[src/rtl/tbm_pkg.sv]
package tbm_pkg;

  localparam int NUM_BUF = 3;
  localparam int IDX_W   = 2;
  localparam logic [IDX_W-1:0] NO_IDX = 2'd3;

  // Index ring state. slot_a/slot_b hold the two non-front buffers in age
  // order; the first 'waiting' of them are finished frames, the next is drawn.
  typedef struct packed {
    logic [IDX_W-1:0] front;
    logic [IDX_W-1:0] slot_a;
    logic [IDX_W-1:0] slot_b;
    logic [1:0]       waiting;
    logic             shown;
  } tbm_state_t;

  localparam tbm_state_t RESET_STATE = '{front: 2'd0, slot_a: 2'd1, slot_b: 2'd2,
                                         waiting: 2'd0, shown: 1'b0};

  function automatic logic [IDX_W-1:0] fn_draw_idx(input tbm_state_t s);
    case (s.waiting)
      2'd0:    return s.slot_a;
      2'd1:    return s.slot_b;
      default: return NO_IDX;
    endcase
  endfunction

  function automatic logic fn_can_draw(input tbm_state_t s);
    return s.waiting < 2'd2;
  endfunction

  function automatic logic fn_done_drops(input tbm_state_t s, input logic newest);
    return newest && (s.waiting == 2'd1);
  endfunction

  function automatic tbm_state_t fn_after_done(input tbm_state_t s, input logic newest);
    tbm_state_t r;
    r = s;
    if (fn_done_drops(s, newest)) begin
      r.slot_a = s.slot_b;
      r.slot_b = s.slot_a;
    end else if (fn_can_draw(s)) begin
      r.waiting = s.waiting + 2'd1;
    end
    return r;
  endfunction

  function automatic tbm_state_t fn_after_refresh(input tbm_state_t s);
    tbm_state_t r;
    r = s;
    if (s.waiting != 2'd0) begin
      r.front   = s.slot_a;
      r.slot_a  = s.slot_b;
      r.slot_b  = s.front;
      r.waiting = s.waiting - 2'd1;
      r.shown   = 1'b1;
    end
    return r;
  endfunction

endpackage

[src/rtl/tbm_done_stage.sv]
module tbm_done_stage
  import tbm_pkg::*;
(
  input  tbm_state_t st_i,
  input  logic       done_i,
  input  logic       newest_i,
  output tbm_state_t st_o,
  output logic       accept_o,
  output logic       drop_o
);
  always_comb begin
    accept_o = done_i && fn_can_draw(st_i);
    drop_o   = accept_o && fn_done_drops(st_i, newest_i);
    st_o     = accept_o ? fn_after_done(st_i, newest_i) : st_i;
  end
endmodule

[src/rtl/tbm_refresh_stage.sv]
module tbm_refresh_stage
  import tbm_pkg::*;
(
  input  tbm_state_t st_i,
  input  logic       refresh_i,
  output tbm_state_t st_o
);
  always_comb begin
    st_o = refresh_i ? fn_after_refresh(st_i) : st_i;
  end
endmodule

[src/rtl/tbm_drop_ctr.sv]
module tbm_drop_ctr #(
  parameter int W        = 8,
  parameter bit SATURATE = 1'b0
) (
  input  logic         clk,
  input  logic         rst_n,
  input  logic         inc_i,
  output logic [W-1:0] count_o
);
  localparam logic [W-1:0] ONE = {{(W-1){1'b0}}, 1'b1};

  generate
    if (SATURATE) begin : g_sat
      always_ff @(posedge clk or negedge rst_n) begin
        if (!rst_n)                           count_o <= '0;
        else if (inc_i && (count_o != '1))    count_o <= count_o + ONE;
      end
    end else begin : g_wrap
      always_ff @(posedge clk or negedge rst_n) begin
        if (!rst_n)      count_o <= '0;
        else if (inc_i)  count_o <= count_o + ONE;
      end
    end
  endgenerate
endmodule

[src/rtl/tbm_triple_buffer.sv]
module tbm_triple_buffer
  import tbm_pkg::*;
#(
  parameter int DROP_W   = 8,
  parameter bit DROP_SAT = 1'b0
) (
  input  logic              clk,
  input  logic              rst_n,
  input  logic              queue_mode,
  input  logic              frame_done,
  input  logic              refresh,
  output logic [1:0]        draw_idx,
  output logic              draw_valid,
  output logic [1:0]        front_idx,
  output logic              front_valid,
  output logic [DROP_W-1:0] drop_count
);
  tbm_state_t st_q, st_mid, st_nxt;

  // Named internal events, used by the bound checker.
  logic       done_accept;
  logic       drop_event;
  logic [1:0] st_front, st_slot_a, st_slot_b, pend_cnt;

  // Completion is resolved before the refresh of the same cycle.
  tbm_done_stage u_done (
    .st_i     (st_q),
    .done_i   (frame_done),
    .newest_i (!queue_mode),
    .st_o     (st_mid),
    .accept_o (done_accept),
    .drop_o   (drop_event)
  );

  tbm_refresh_stage u_refresh (
    .st_i      (st_mid),
    .refresh_i (refresh),
    .st_o      (st_nxt)
  );

  always_ff @(posedge clk or negedge rst_n) begin
    if (!rst_n) st_q <= RESET_STATE;
    else        st_q <= st_nxt;
  end

  tbm_drop_ctr #(.W(DROP_W), .SATURATE(DROP_SAT)) u_drops (
    .clk     (clk),
    .rst_n   (rst_n),
    .inc_i   (drop_event),
    .count_o (drop_count)
  );

  assign draw_idx    = fn_draw_idx(st_q);
  assign draw_valid  = fn_can_draw(st_q);
  assign front_idx   = st_q.front;
  assign front_valid = st_q.shown;
  assign st_front    = st_q.front;
  assign st_slot_a   = st_q.slot_a;
  assign st_slot_b   = st_q.slot_b;
  assign pend_cnt    = st_q.waiting;
endmodule

[config.mk]
export PLATFORM = sky130hd
export DESIGN_NAME = tbm_triple_buffer
export DESIGN_NICKNAME = d
export VERILOG_FILES = /design/src/rtl/tbm_pkg.sv /design/src/rtl/tbm_done_stage.sv /design/src/rtl/tbm_refresh_stage.sv /design/src/rtl/tbm_drop_ctr.sv /design/src/rtl/tbm_triple_buffer.sv
export SDC_FILE = /design/constraint.sdc
export NUM_CORES = 1
export LEC_CHECK = 0
export BUFFER_PORTS_ARGS = -buffer_cell sky130_fd_sc_hd__buf_4
export CORE_ASPECT_RATIO = 1.2
export CORE_MARGIN = 4
export CORE_UTILIZATION = 55
export DETAILED_ROUTE_END_ITERATION = 6
export GPL_TIMING_DRIVEN = 0
export PLACE_DENSITY = 0.81
export SYNTH_ARGS = -nofsm -noshare
export SYNTH_HDL_FRONTEND = slang
export SYNTH_SLANG_ARGS = --single-unit
[constraint.sdc]
create_clock -name clk -period 2.5 [get_ports clk]
set_input_delay 0.25 -clock clk [delete_from_list [all_inputs] [get_ports clk]]
set_output_delay 0.25 -clock clk [all_outputs]
set_load 0.02 [all_outputs]
# Word-level counts from Yosys, hierarchy flattened
# Index checks and enable logic that the tools add are counted.
# totals
inputBits	5
output_inout_bits	14
reg_bits	17
# op_classes
add_sub_neg	3
order_cmp	1
reduce_logical	6
n_eq_ne	1
n_mux	7
# op_table
cell	n
$mux 9	2
$add 8x1->8 const B	1
$mux 7	1
$mux 2	2
$mux 4	1
$pmux 2 s2	1
$logic_and 1x1->1	3
$add 2x1->2 const B	1
$eq 2x1->1 const B	1
$logic_not 2->1	1
$lt 2x2->1 const B	1
$reduce_bool 2->1	1
$sub 2x1->2 const B	1
$logic_not 1->1	1

# Longest topological paths before layout
# depth
ltp_word	7
depth_mapped	7
ltp_nobuf	6

# Hierarchy
# A second synthesis with hierarchy kept.
# hier_totals
hier_cells	72
hier_area_um2	878.3
# modules_own_cells
mod	cells_each	area_per_inst_um2	seq_area_each_um2	instances
tbm_drop_ctr	26	337.8	200.2	1
tbm_triple_buffer	15	262.8	227.7	1
tbm_done_stage	19	163.9	0.0	1
tbm_refresh_stage	12	113.9	0.0	1

# Worst setup path before layout
# No wires, ideal clock.
# synth_path
kind	flip-flop to flip-flop
start	register st_q (netlist bit pend_cnt[1])
end	register st_q (netlist bit st_slot_a[0])
t_arrival_ns	1.741
path_slack_ns	0.684
path_stages_with_launch	7
period_less_slack_ns	1.816
t_required_ns	2.425
setup_time_ns	0.075
path_cell_list	dfrtp_1 > inv_1 > ha_1 > nor2b_4 > o21ai_1 > o31ai_4 > mux2i_1
# synth_rtl
item	line	source
start: declaration	tbm_triple_buffer.sv:18	tbm_state_t st_q, st_mid, st_nxt;
start signal: assignment	tbm_triple_buffer.sv:43	else st_q <= st_nxt;

==> flow_summary.toml <==
[drt]
dr.pass1.iters = 4
drt-initial-drc-count = 8
routed-via-count = 598
drc = 0
drtAntennaViolNets = 0
wl_mm = 1.45
drt-vias-per-instance = 5.39
wire_per_inst_um = 13.1

[timing]
period_needed_ps = 1940
skew_ps = 6.16
fin_setup_tns_ps = 0
setup_viol = 0
max_freq_mhz = 516
hold_viol_final = 0
slew_headroom_pct = 68.4
rsz0062_at_grt = "no"
finalMaxSlewViolations = 0
worst_pin_slew_ps = 474
timing.final.crit_share_pct = 77.5

[outcome]
status = "complete, no violations"

[floorplan]
io_pins = 19
initial_core_util_pct = 59.6
die_w_um = 44.4
rows = 15
die-area_um2 = 2290
die_h_um = 51.6
design.core.area_um2 = 1460

[run]
max_cap_violations = 0

[clock_network]
cts_tree = "done"
cts_setup_buffers = 0
path_clk_slew_ps = 100
cts_root_buf = "clkbuf_4"
cts_resized = 0
ctsHoldBuffers = 1
clock-sinks = 17
cts-htree-levels = 1
numCtsBuffers = 3
clk_path_buf_depth = 2
insertion_delay_ps = 280

[worst_hold_path]
hp-class = "primary input to flip-flop"
whs_endpoint = "pend_cnt[0]"
min_delay_path_depth = 3
worstHoldStart = "refresh"

[yosys]
synth_ff_type = "dfrtp_1"
synth-edff-count = 0
synth_async_sr_flop_share_pct = 100
synth_seq_area_share_pct = 49.1
synth.largest_area_cell = "dfrtp_1"
syn_inst = 71
ys_types = 24
synth_top_cell_area_share_pct = 43.0
ys_top_cells_by_area = "dfrtp_1, mux2i_1, dfstp_2"
synth_nets = 80
ys_ff_latch = 17
synth_warnings = 0
synth_common_cells = "dfrtp_1, mux2i_1, xnor2_1"
synth_area_per_cell_um2 = 12.3
syn-cell-area_um2 = 872
synthMostInstantiatedCell = "dfrtp_1"

[placement]
portBuffers = 18
finalWeightedCongestion = 0.740

[setup_path]
slowest_delay_ps = 440
crit_fanout = 7
r2r_slack_ps = 560
arrival_ps = 2150
crit_type = "flip-flop to flip-flop"
slowest_stage = "o31ai_4"
cp.required_ps = 2710
path_cells = "inv_1 -> ha_1 -> nor2b_4 -> o21ai_1 -> o31ai_4 -> mux2i_1"
r2r_end = "st_slot_b[0]"
critPathLaunchType = "flip-flop"
rr_worst_depth = 6
r2r_start = "pend_cnt[1]"
cp-end-kind = "flip-flop"

[final_layout]
antennaDiodeCount = 0
layout-drive-gt1-share_pct = 34.0
num-nets-final = 104
area_growth_pct = 22.2

[global_routing]
grt_usage_pct = 15.4
grt_antenna_before_repair = 0
grt_pass1_wl_mm = 2.70
grt_max_degree = 18
grt_overflow_total = 0
grt_pass1_vias = 639

[pwr]
power_density_nw_per_um2 = 1110
total_power_mw = 1.19
ir_worst_vdd_mv = 0.838
leakagePower_nw = 0.521
## critical path: cells and delay by family, from the launching register on
| kind | cells | cell delay (ps) |
|---|---|---|
| and+or+nand+nor | 1 | 210 |
| adders and majority gates | 1 | 270 |
| DFF | 1 | 410 |
| AOI/OAI and AO/OA | 2 | 590 |
| buffers and inverters | 1 | 140 |
| muxes | 1 | 250 |
## state kept, by name (all words and copies together), names as in the netlist
name,cells
u_drops.count_o,8
front_idx,2
st_slot_b,2
front_valid,1
pend_cnt,2
st_slot_a,2
## how the worst max path moves through the flow
| stage | start | endpoint |
|---|---|---|
| floorplan | pend_cnt[1] | st_slot_a[0] |
| global placement | pend_cnt[1] | st_slot_b[1] |
| detailed placement | pend_cnt[1] | st_slot_b[0] |
| CTS | pend_cnt[1] | st_slot_b[0] |
| global route | pend_cnt[1] | front_idx[1] |
| finish | pend_cnt[1] | st_slot_b[0] |
## cell usage in the layout (no fill, tap or decap)
cell type	n
o21a_1	1
o21bai_1	1
mux2i_1	10
nand2b_1	3
xnor2_1	6
dfrtp_1	15
dfstp_2	2
nand4_1	3
nor2b_4	1
clkinv_2	1
nor3_2	1
buf_4	20
o21ai_1	1
o31ai_4	1
xor2_1	1
and3_1	2
ha_1	4
clkbuf_4	3
dlygate4sd3_1	1
mux2_2	2
nand2_1	4
inv_1	4
a22oi_1	2
o21ai_0	2
and4bb_1	1
buf_2	1
o31ai_1	1
## per-stage QoR
stage,util [%],area (um^2),std cells,hold slack (ps),setup WS (ps)
after floorplan,-,872,71,-45.6,684
final,72.8,1070,111,232,564
after global routing,72.8,1070,111,244,404
after global placement,70.3,1030,106,123,651
after CTS,72.8,1070,111,233,552
after detailed placement,70.3,1030,106,123,563
## metal layers
layer / track usage, % / wire length, um / up-vias / share of wire, %
li1: - / - / 292 / -
met1: 18.2 / 577 / 285 / 40
met2: 29.1 / 791 / 19 / 54
met3: 2.08 / 79 / 2 / 5.4
met4: 3.02 / 5 / 0 / 0.34
met5: 0 / 0 / - / 0
## power breakdown
| group | switching, mW | internal, mW | leakage [nW] |
|---|---|---|---|
| combinational | 0.320 | 0.283 | 0.290 |
| sequential | 0.0699 | 0.370 | 0.213 |
| clock | 0.0848 | 0.0593 | 0.0177 |
| total | 0.475 | 0.712 | 0.521 |
## cell type report
class                      count  area, um^2
sequential                    17         428
clock buffer                   3        22.5
tap                           17        21.3
inverter                       4        15.0
fill                         118         398
timing repair buffer          19         145
buffer                         3        20.0
clock inverter                 1        5.00
multi-input combinational     47         409
## cell families (layout without fill, tap and decap cells)
| logic type | after synthesis | after routing | synth area share, % |
|---|---|---|---|
| multiplexers | 12 | 12 | 14.1 |
| adder cells (fa/ha/maj) | 4 | 4 | 5.74 |
| buffers and inverters | 7 | 30 | 4.02 |
| AO/OA/AOI/OAI | 9 | 9 | 8.46 |
| AND/OR/NAND/NOR | 15 | 15 | 11.6 |
| XOR/XNOR | 7 | 7 | 7.03 |
| flip-flops | 17 | 17 | 49.1 |
Note: power is estimated with default switching activity, not from simulation.
